`src/rtl/rev_skip_pkg.sv`:
```
// Package: shared types and schedule helpers for the reversible-cell adder.
// Assumes segment widths fit in eight bits.
package rev_skip_pkg;

    // Width of one entry in the segment width list.
    typedef logic [7:0] seg_w_t;

    // Garbage outputs produced per bit by the full adder (two cells).
    localparam int unsigned ADD_GARB_PER_BIT = 2;

    // Garbage outputs produced per bit by the segment control cells.
    localparam int unsigned CTL_GARB_PER_BIT = 2;

endpackage

```
`src/rtl/peres_cell.sv`:
```
// Module: three-in / three-out reversible cell.
// p = a, q = a ^ b, r = (a & b) ^ c. Purely combinational, no assumptions.
module peres_cell (
    input  logic a_i,
    input  logic b_i,
    input  logic c_i,
    output logic p_o,
    output logic q_o,
    output logic r_o
);

    // Compute the three reversible outputs.
    always_comb begin
        p_o = a_i;
        q_o = a_i ^ b_i;
        r_o = (a_i & b_i) ^ c_i;
    end

endmodule

```
`src/rtl/rev_full_adder.sv`:
```
// Module: one-bit full adder from two reversible cells.
// The first cell has its third input tied to zero. Its pass-through output
// and the second cell's pass-through output (the propagate) are the garbage.
module rev_full_adder (
    input  logic       a_i,
    input  logic       b_i,
    input  logic       cin_i,
    output logic       sum_o,
    output logic       cout_o,
    output logic       prop_o,
    output logic [1:0] garb_o
);

    logic x_pass, x_prop, x_gen, y_prop;

    // First cell: forms a^b and a&b from the addends, constant input zero.
    peres_cell u_c0 (
        .a_i (a_i),
        .b_i (b_i),
        .c_i (1'b0),
        .p_o (x_pass),
        .q_o (x_prop),
        .r_o (x_gen)
    );

    // Second cell: folds in the carry to give sum and carry-out.
    peres_cell u_c1 (
        .a_i (x_prop),
        .b_i (cin_i),
        .c_i (x_gen),
        .p_o (y_prop),
        .q_o (sum_o),
        .r_o (cout_o)
    );

    // Route propagate and garbage to the outputs.
    always_comb begin
        prop_o = y_prop;
        garb_o = {y_prop, x_pass};
    end

    // Check the bit arithmetic against a direct count of ones.
    always_comb begin
        AST_FA_ARITH: assert ({cout_o, sum_o} == (2'(a_i) + 2'(b_i) + 2'(cin_i)))
            else $error("full adder arithmetic mismatch");
    end

endmodule

```
`src/rtl/rev_skip_segment.sv`:
```
// Module: one bypass segment of W bits.
// It ripples the carry through W full adders, ANDs the W propagates with a
// chain of W-1 cells, and gates the segment carry-in with one more cell.
// Its carry-out is ripple | (group & cin). Assumes W >= 1.
module rev_skip_segment #(
    parameter int unsigned W = 4
) (
    input  logic           cin_i,
    input  logic [W-1:0]   a_i,
    input  logic [W-1:0]   b_i,
    output logic [W-1:0]   sum_o,
    output logic           cout_o,
    output logic [2*W-1:0] add_garb_o,
    output logic [2*W-1:0] ctl_garb_o
);

    localparam int unsigned LINKS = W - 1;

    logic [W:0]   rip_c;
    logic [W-1:0] prop;
    logic [W-1:0] run_and;
    logic         grp_p;
    logic         byp_and;
    logic         byp_p, byp_q;

    // Feed the segment carry into the ripple chain.
    always_comb rip_c[0] = cin_i;

    // Ripple chain of full adders.
    for (genvar i = 0; i < W; i++) begin : g_bit
        rev_full_adder u_fa (
            .a_i    (a_i[i]),
            .b_i    (b_i[i]),
            .cin_i  (rip_c[i]),
            .sum_o  (sum_o[i]),
            .cout_o (rip_c[i+1]),
            .prop_o (prop[i]),
            .garb_o (add_garb_o[2*i +: 2])
        );
    end

    // Start the AND chain with the lowest propagate.
    always_comb run_and[0] = prop[0];

    // AND chain: each link ANDs the running value with the next propagate.
    for (genvar k = 0; k < LINKS; k++) begin : g_link
        peres_cell u_and (
            .a_i (run_and[k]),
            .b_i (prop[k+1]),
            .c_i (1'b0),
            .p_o (ctl_garb_o[2*k]),
            .q_o (ctl_garb_o[2*k+1]),
            .r_o (run_and[k+1])
        );
    end

    // The group propagate is the last value of the chain.
    always_comb grp_p = run_and[W-1];

    // Bypass cell: gates the segment carry-in with the group propagate.
    peres_cell u_byp (
        .a_i (grp_p),
        .b_i (cin_i),
        .c_i (1'b0),
        .p_o (byp_p),
        .q_o (byp_q),
        .r_o (byp_and)
    );

    // Place bypass garbage and form the segment carry-out.
    always_comb begin
        ctl_garb_o[2*W-2] = byp_p;
        ctl_garb_o[2*W-1] = byp_q;
        cout_o            = rip_c[W] | byp_and;
    end

    // Guard the group propagate, the bypass path and the segment sum.
    always_comb begin
        AST_GROUP_AND: assert (grp_p == (&(a_i ^ b_i)))
            else $error("group propagate mismatch");
        AST_BYPASS_AGREES: assert (!(grp_p && (rip_c[W] != cin_i)))
            else $error("bypass disagrees with ripple");
        AST_SEG_SUM: assert ({cout_o, sum_o} == ((W+1)'(a_i) + (W+1)'(b_i) + (W+1)'(cin_i)))
            else $error("segment sum mismatch");
    end

endmodule

```
`src/rtl/rev_skip_adder.sv`:
```
// Module: N-bit carry-bypass adder from reversible cells (top).
// SEG_W[j] is the width of segment j, with segment 0 holding the low bits.
// With VAR_MODE set, the list must have an even count, be symmetric and
// not shrink toward the middle. dbg_o[2N-1:0] holds the per-bit garbage;
// dbg_o[4N-1:2N] holds the segment control garbage, two bits per bit
// position of the segment.
module rev_skip_adder
    import rev_skip_pkg::*;
#(
    parameter int unsigned N        = 16,
    parameter int unsigned NSEG     = 6,
    parameter seg_w_t [NSEG-1:0] SEG_W = {8'd2, 8'd3, 8'd3, 8'd3, 8'd3, 8'd2},
    parameter bit          VAR_MODE = 1'b1
) (
    input  logic [N-1:0]   a_i,
    input  logic [N-1:0]   b_i,
    input  logic           cin_i,
    output logic [N-1:0]   sum_o,
    output logic           cout_o,
    output logic [4*N-1:0] dbg_o
);

    localparam int unsigned ADD_W = ADD_GARB_PER_BIT * N;

    // First bit of segment j.
    function automatic int unsigned seg_start(input int unsigned j);
        int unsigned s = 0;
        for (int unsigned m = 0; m < j; m++) s += int'(SEG_W[m]);
        return s;
    endfunction

    // True when the schedule is symmetric, even and grows toward the middle.
    function automatic bit sched_ok();
        bit ok = (NSEG % 2 == 0);
        for (int unsigned m = 0; m < NSEG; m++) begin
            if (SEG_W[m] != SEG_W[NSEG-1-m]) ok = 1'b0;
            if (SEG_W[m] == 0) ok = 1'b0;
        end
        for (int unsigned m = 1; m < NSEG/2; m++)
            if (SEG_W[m] < SEG_W[m-1]) ok = 1'b0;
        return ok;
    endfunction

    localparam int unsigned TOTAL = seg_start(NSEG);

    // Elaboration checks on the width list.
    if (TOTAL != N) begin : g_bad_total
        $error("segment widths do not add up to N");
    end
    if (VAR_MODE && !sched_ok()) begin : g_bad_sched
        $error("variable schedule is not even, symmetric and centre-heavy");
    end

    logic [NSEG:0] seg_c;

    // Carry into the lowest segment.
    always_comb seg_c[0] = cin_i;

    // One bypass segment per width entry.
    for (genvar j = 0; j < NSEG; j++) begin : g_seg
        localparam int unsigned ST = seg_start(j);
        localparam int unsigned SW = int'(SEG_W[j]);
        rev_skip_segment #(
            .W (SW)
        ) u_seg (
            .cin_i      (seg_c[j]),
            .a_i        (a_i[ST +: SW]),
            .b_i        (b_i[ST +: SW]),
            .sum_o      (sum_o[ST +: SW]),
            .cout_o     (seg_c[j+1]),
            .add_garb_o (dbg_o[2*ST +: 2*SW]),
            .ctl_garb_o (dbg_o[ADD_W + 2*ST +: 2*SW])
        );
    end

    // Final carry is the top segment's carry-out.
    always_comb cout_o = seg_c[NSEG];

    // Whole-word arithmetic and per-bit pass-through garbage.
    always_comb begin
        AST_WORD_SUM: assert ({cout_o, sum_o} == ((N+1)'(a_i) + (N+1)'(b_i) + (N+1)'(cin_i)))
            else $error("adder total mismatch");
        for (int i = 0; i < int'(N); i++) begin
            AST_PASS_GARB: assert (dbg_o[2*i] == a_i[i])
                else $error("pass-through garbage mismatch");
            AST_PROP_GARB: assert (dbg_o[2*i+1] == (a_i[i] ^ b_i[i]))
                else $error("propagate garbage mismatch");
        end
    end

endmodule

```
`config.mk`:
```
export PLATFORM = sky130hd
export DESIGN_NAME = rev_skip_adder
export DESIGN_NICKNAME = d
export VERILOG_FILES = /design/src/rtl/rev_skip_pkg.sv /design/src/rtl/peres_cell.sv /design/src/rtl/rev_full_adder.sv /design/src/rtl/rev_skip_segment.sv /design/src/rtl/rev_skip_adder.sv
export SDC_FILE = /design/constraint.sdc
export NUM_CORES = 1
export LEC_CHECK = 0
export BUFFER_PORTS_ARGS = -buffer_cell sky130_fd_sc_hd__buf_4
export CAP_MARGIN = 20
export CORE_MARGIN = 10
export CORE_UTILIZATION = 45
export DETAILED_ROUTE_END_ITERATION = 7
export MAX_ROUTING_LAYER = met4
export PLACE_DENSITY = 0.91
export SYNTH_ARGS = -nofsm -noshare
export SYNTH_HDL_FRONTEND = slang
export SYNTH_SLANG_ARGS = --single-unit
```
`constraint.sdc`:
```
create_clock -name vclk -period 23.2
set_clock_uncertainty 0.15 [all_clocks]
set_input_delay 4.64 -clock vclk [all_inputs]
set_output_delay 4.64 -clock vclk [all_outputs]
set_load 0.005 [all_outputs]
```
; Word-level counts from Yosys, hierarchy flattened
; Index checks and enable logic that the tools add are counted.
[totals]
wordCells = 118
mem_bits_ro = 0
latch_bits = 0
out_inout_bits = 81
ramBits = 0
ff_bits = 0
mem_count = 0
[classes]
eq_ne = 0
magnitude_cmp = 0
multipliers = 0
shift = 0
bitwise = 118
n_reduce_logical = 0
add_sub_neg = 0
n_div = 0
mux = 0
[op_table]
columns = operator, n
row1 = $xor A1 B1 Y1, 64
row2 = $and A1 B1 Y1, 48
row3 = $or A1 B1 Y1, 6

; Depth between registers and ports, before layout
; Gate-level depths: netlist (run 1).
[logic_depth]
word_depth = 39
ltp_mapped = 26

; By module
; A second synthesis (run 1) with hierarchy kept.
[hier_totals]
cells_unflattened = 216
area_unflattened_um2 = 1831.8
[modules_own_cells]
columns = mod, cells_each, n_inst, seq_area_each_um2, area_per_inst_um2
row1 = peres_cell, 3, 48, 0.0, 28.8
row2 = rev_full_adder, 3, 16, 0.0, 18.8
row3 = rev_skip_segment, 4, 6, 0.0, 25.0

; Worst setup path before layout (run 1)
; OpenSTA, ideal clock, no wires.
[synth_timing]
kind = input to output
start = input port a_i[0]
end = output port sum_o[15]
cell_stages = 25
required_time_ns = 18.410
t_arrival_ns = 11.964
setup_slack_ns = 6.446
path_cell_list = ha_1 -> ha_1 -> ha_1 -> or2_1 -> fa_1 -> fa_1 -> fa_1 -> or2_1 -> fa_1 -> fa_1 -> fa_1 -> or2_1 -> fa_1 -> fa_1 -> fa_1 -> or2_1 -> fa_1 -> fa_1 -> fa_1 -> or2_1 -> fa_1 -> inv_1 -> fa_1 -> inv_1 -> buf_4
[synth_rtl]
columns = element, line
row1 = from (decl), rev_skip_adder.sv:15  ; input logic [N-1:0] a_i,
row2 = $xor A1 B1 Y1 (*), peres_cell.sv:15  ; q_o = a_i ^ b_i;
row3 = $and A1 B1 Y1 (*), peres_cell.sv:16  ; r_o = (a_i & b_i) ^ c_i;
row4 = named net g_seg[0].u_seg.byp_p, rev_skip_segment.sv:24  ; logic byp_p, byp_q;
row5 = $and A1 B1 Y1 (*), peres_cell.sv:16
row6 = $or A1 B1 Y1 (*), rev_skip_segment.sv:74  ; cout_o = rip_c[W] | byp_and;
row7 = $and A1 B1 Y1, peres_cell.sv:16
row8 = $xor A1 B1 Y1, peres_cell.sv:16
row9 = $and A1 B1 Y1, peres_cell.sv:16
row10 = (+20 left out), n/a
row11 = $and A1 B1 Y1, peres_cell.sv:16
row12 = $xor A1 B1 Y1, peres_cell.sv:16
row13 = $and A1 B1 Y1, peres_cell.sv:16
row14 = $xor A1 B1 Y1, peres_cell.sv:16
row15 = $or A1 B1 Y1 (*), rev_skip_segment.sv:74
row16 = $and A1 B1 Y1 (*), peres_cell.sv:16
row17 = $xor A1 B1 Y1 (*), peres_cell.sv:16
row18 = $xor A1 B1 Y1 (*), peres_cell.sv:15
row19 = to (decl), rev_skip_adder.sv:18  ; output logic [N-1:0] sum_o,
; Mark *: on every way through the listed nets, which the timed path passes. The rest lies on a longest branch.

; Final worst setup path (run 1)
[layout_timing]
start = input port a_i[0]
end = output port sum_o[15]
[layout_via]
elab_chain_len = 37
[layout_lines]
columns = element, line
row1 = $xor A1 B1 Y1, peres_cell.sv:15
row2 = $and A1 B1 Y1, peres_cell.sv:16
row3 = $xor A1 B1 Y1, peres_cell.sv:16
row4 = $and A1 B1 Y1, peres_cell.sv:16
row5 = $xor A1 B1 Y1, peres_cell.sv:16
row6 = $or A1 B1 Y1 (*), rev_skip_segment.sv:74
row7 = $and A1 B1 Y1, peres_cell.sv:16
row8 = $xor A1 B1 Y1, peres_cell.sv:16
row9 = (+21 left out), n/a
row10 = $and A1 B1 Y1, peres_cell.sv:16
row11 = $xor A1 B1 Y1, peres_cell.sv:16
row12 = $and A1 B1 Y1, peres_cell.sv:16
row13 = $xor A1 B1 Y1, peres_cell.sv:16
row14 = $or A1 B1 Y1 (*), rev_skip_segment.sv:74
row15 = $and A1 B1 Y1 (*), peres_cell.sv:16
row16 = $xor A1 B1 Y1 (*), peres_cell.sv:16
row17 = $xor A1 B1 Y1 (*), peres_cell.sv:15
; Every way passes the cells marked *; elsewhere a longest branch is shown, timed or not.

==> metrics.yaml, run 1 <==
fin_tns_setup_ps: 0
drc: 0
slew_headroom_pct: 91.76
p_clk_share_pct: 0
avgSynthCellArea_um2: 9.738
post-cts-setup-buffers: 0
pwr-share-comb_pct: 100.0
p_leak_nw: 0.9889
setup.worst_path.end_class: "output pin"
dieWidth_um: 75.63
grt_pass1_vias: 1085
grt_max_degree: 4
swShare_pct: 40.57
antenna_left: 0
fmax_mhz: 58.05
grt_pass1_wl_um: 4995
path_common_cell: "fa_1"
drtIter0Drc: 6
status: "finished, final reports clean"
grt_use_total_pct: 11.40
ys_seq_area_share_pct: 0
grt.overflow.total: 0
synth_fp_nets: 224
fill_cells: 270
fin_crit_ps: 17230
ctsResizeCount: 0
wl_per_cell_um: 16.65
diodes: 0
start_util_pct: 46.38
area_growth_pct: 21.29
critPathLaunchType: "input port"
cp.required_ps: 18410
p_switching_w: 0.00002246
timing.final.max_slew_violations: 0
holdWs_ps: 9318
final_util_pct: 56.25
hold_viol_final: 0
dp_hpwl_um: 3443
critical_path.top_delay_family: "adder cells"
die_area_mm2: 0.005720
nNetsFinal: 260
viasPerCell: 4.405
synthesis.area_mm2: 0.001393
min_path_type: "input port to output pin"
gp_congestion: 0.7211
port_buffers: 114
ys_types: 6
drt-total-wl_um: 3497
clockBufferCount: 0
rows: 20
io_pins: 114
cp_max_fo: 3
powerDensity_mw_per_mm2: 32.77
yosys_warnings: 0
layout-drive-gt1-share_pct: 64.41
multi_input_area_um2: 758.2
period_share_pct: 74.25
dr_total_vias: 925
pwr-share-seq_pct: 0
design.core.area_mm2: 0.003003
netlist_instances: 143
die_h_um: 75.63
finalSetupViolCount: 0
drt_first_pass_iters: 2
layoutNonFillerInstCount: 210
worst-path-buf-inv: 4
antenna_found_initial: 0
dp_cells: 210
critPathSlowestCell: "fa_1"
path_class: "input port to output pin"
worstMarginPinSlew_ps: 123.7
p_int_w: 0.00003289
mostFrequentLayoutCells: "buf_4, ha_1, fa_1"
arrival_ps: 12440
regArea_um2: 0
final_common_cell: "buf_4"
cpPeakStageDelay_ps: 420
drv_cap: 0
rsz0062_at_grt: "false"
ir_drop_v: 0.00001616
hold_buffers: 0
seq_cells: 0
-- worst paths after layout --
kind / from / to / cells after the start
setup / recovery: a_i[0] / sum_o[15] / 26
hold / removal: a_i[0] / dbg_o[0] / 2
-- metrics by stage --
step | instance area, um^2 | setup slack [ps] | total power [W]
final | 1689 | 5975 | 0.00005535
after global routing | 1689 | 5664 | 0.00006249
after detailed placement | 1689 | 5928 | 0.00005722
after CTS | 1689 | 5924 | 0.00005744
after global placement | 1689 | 6046 | 0.00005536
after floorplan | 1393 | 6446 | 0.00004114
-- cells in the mapped netlist --
master / instances / area share (%)
ha_1: 32 / 29
inv_1: 9 / 2.4
fa_1: 16 / 23
nand2b_1: 1 / 0.45
or2_1: 5 / 2.2
buf_4: 80 / 43
-- power groups by stage --
| stage | clock, W | combinational [W] | sequential [W] |
|---|---|---|---|
| after CTS | 0 | 0.0000574 | 0 |
| after detailed placement | 0 | 0.0000572 | 0 |
| final | 0 | 0.0000554 | 0 |
| after floorplan | 0 | 0.0000411 | 0 |
| after global placement | 0 | 0.0000554 | 0 |
| after global routing | 0 | 0.0000625 | 0 |
-- cells by family after synthesis --
group         Yosys count  share of synthesized area, %
fa+ha+maj              48                         51.75
buf+inv                89                         45.55
simple gates            6                         2.696
-- layout make-up --
cell class	count	area share, %
tap	33	2.444
inverter	9	2.000
timing repair buffer	114	50.67
multi-input combinational	54	44.89
-- metal layers --
metal	GRT usage (%)	part of all wire [%]	vias to the layer above
met5	-	0	-
met4	0.8247	0.77	0
met3	2.995	12	2
met2	23.61	55	66
met1	10.39	32	430
li1	-	-	427
Note: power is estimated with default switching activity, not from simulation.
==> inputs of run 2 (changes only) <==
--- a/config.mk
+++ b/config.mk
@@ -5,13 +5,14 @@
 export SDC_FILE = /design/constraint.sdc
 export NUM_CORES = 1
 export LEC_CHECK = 0
+export ABC_AREA = 1
 export BUFFER_PORTS_ARGS = -buffer_cell sky130_fd_sc_hd__buf_4
 export CAP_MARGIN = 20
 export CORE_MARGIN = 10
-export CORE_UTILIZATION = 45
+export CORE_UTILIZATION = 42
 export DETAILED_ROUTE_END_ITERATION = 7
 export MAX_ROUTING_LAYER = met4
-export PLACE_DENSITY = 0.91
+export PLACE_DENSITY = 0.85
 export SYNTH_ARGS = -nofsm -noshare
 export SYNTH_HDL_FRONTEND = slang
 export SYNTH_SLANG_ARGS = --single-unit
==> constraint.sdc (replaced) <==
create_clock -name vclk -period 17.3
set_clock_uncertainty 0.15 [all_clocks]
set_input_delay 3.46 -clock vclk [all_inputs]
set_output_delay 3.46 -clock vclk [all_outputs]
set_load 0.005 [all_outputs]
==> metrics.yaml, run 2 <==
wl_per_cell_um: 15.32  # was 16.65 um
grt_pass1_wl_um: 5506  # was 4995 um
synth_fp_nets: 235  # was 224
grt_max_degree: 4  # unchanged
path_class: "input port to output pin"  # unchanged
hold_viol_final: 0  # unchanged
timing.final.max_slew_violations: 0  # unchanged
viasPerCell: 4.141  # was 4.405
dr_total_vias: 969  # was 925
cpPeakStageDelay_ps: 410  # was 420 ps
p_leak_nw: 1.028  # was 0.9889 nW
ys_types: 5  # was 6
dieWidth_um: 78.12  # was 75.63 um
hold_buffers: 0  # unchanged
die_h_um: 78.12  # was 75.63 um
grt.overflow.total: 0  # unchanged
area_growth_pct: 22.05  # was 21.29%
grt_pass1_vias: 1179  # was 1,085
arrival_ps: 10600  # was 12,440 ps
netlist_instances: 154  # was 143
clockBufferCount: 0  # unchanged
post-cts-setup-buffers: 0  # unchanged
ys_seq_area_share_pct: 0  # unchanged
synth_most_common_cell: "buf_4"  # unchanged
powerDensity_mw_per_mm2: 43.31  # was 32.77 mW/mm^2
synth_top_area_share_pct: 42.33  # was 43.13%
setup.worst_path.end_class: "output pin"  # unchanged
start_util_pct: 42.86  # was 46.38%
period_share_pct: 82.15
rows: 21  # was 20
die_area_mm2: 0.006103  # was 0.005720 mm^2
worstMarginPinSlew_ps: 120.9  # was 123.7 ps
ctsResizeCount: 0  # unchanged
yosysTopAreaCell: "buf_4"  # unchanged
drtIter0Drc: 5  # was 6
port_buffers: 114  # unchanged
drt-total-wl_um: 3586  # was 3497 um
holdWs_ps: 6960  # was 9318 ps
critPathLaunchType: "input port"  # unchanged
ir_drop_v: 0.00001709  # was 0.00001616 V
finalSetupViolCount: 0  # unchanged
drt_first_pass_iters: 2  # unchanged
avgSynthCellArea_um2: 9.213  # was 9.738 um^2
rsz0062_at_grt: "false"  # unchanged
status: "finished, final reports clean"  # unchanged
fmax_mhz: 70.37
final_common_cell: "buf_4"  # unchanged
critical_path.top_delay_family: "adder cells"  # unchanged
io_pins: 114  # unchanged
critPathSlowestCell: "fa_1"  # unchanged
yosys_warnings: 0  # unchanged
maxUsedRoutingLayer: "met3"  # was met4
synthesis.area_mm2: 0.001419  # was 0.001393 mm^2
mostFrequentLayoutCells: "buf_4, ha_1, inv_1"  # was buf_4, ha_1, fa_1
gp_congestion: 0.7357  # was 0.7211
synth_common_cells: "buf_4, ha_1, inv_1"  # was buf_4, ha_1, fa_1
wl_met1_um: 1488  # was 1132 um
path_common_cell: "fa_1"  # unchanged
fin_tns_setup_ps: 0  # unchanged
drv_cap: 0  # unchanged
slew_headroom_pct: 91.92  # was 91.76%
diodes: 0  # unchanged
seq_cells: 0  # unchanged
met2_length_um: 1823  # was 1926 um
synthTopCellsByArea: "buf_4, ha_1, fa_1"  # unchanged
worst-path-buf-inv: 9  # was 4
cp.required_ps: 13690  # was 18,410 ps
dp_hpwl_um: 3520  # was 3443 um
regArea_um2: 0  # unchanged
cp_max_fo: 3  # unchanged
fin_crit_ps: 14210
design.core.area_mm2: 0.003311  # was 0.003003 mm^2
drc: 0  # unchanged
min_path_type: "input port to output pin"  # unchanged
grt_use_total_pct: 10.91  # was 11.40%
layout-drive-gt1-share_pct: 60.64  # was 64.41%
dr_wl_met3_um: 274  # was 410 um
antenna_left: 0  # unchanged
nNetsFinal: 271  # was 260
fill_cells: 332  # was 270
antenna_found_initial: 0  # unchanged
==> run 2: cell count changes after synthesis, sizes merged <==
| cell | before | now |
|---|---|---|
| inv | 9 | 20 |
| or2 | 5 | 0 |
| nand2b | 1 | 0 |
| nand2 | 0 | 6 |
==> run 2: final timing paths <==
kind / from / endpoint / cells past startpoint / slack (ps)
max: a_i[0] / sum_o[15] / 31 / 3090
min: a_i[15] / dbg_o[30] / 2 / 6960
==> run 2: layer usage <==
layer / vias to the layer above / global-route usage [%]
met5: - / -
met4: 0 / 0
met3: 0 / 1.822
met2: 73 / 20.64
met1: 444 / 12.38
li1: 452 / -
==> run 2: report_power, final <==
group          switching (W)  internal, W
clock                      0            0
sequential                 0            0
combinational      0.0000309    0.0000441
==> run 2: final cells by class <==
type,instances,area [um^2],share of cell area [%]
repair buffers,114,855.8,49.42
multi-input cells,54,743.2,42.92
inverters,20,75.07,4.335
well taps,46,57.56,3.324
==> run 2: per-stage QoR <==
step	area, um^2	util, %	power [W]	std cells	setup WS [ps]
floorplan	1419	-	0.00005565	154	3557
global route	1732	52.31	0.00008427	234	2675
global placement	1732	52.31	0.00007490	234	3149
CTS	1732	52.31	0.00007777	234	2999
detailed placement	1732	52.31	0.00007740	234	3003
finish	1732	52.31	0.00007500	234	3088
==> run 2: cell families after synthesis <==
logic type,count (synthesis),synth area share [%]
buffers and inverters,100,47.62
adder cells (fa/ha/maj),48,50.79
AND/OR/NAND/NOR,6,1.587
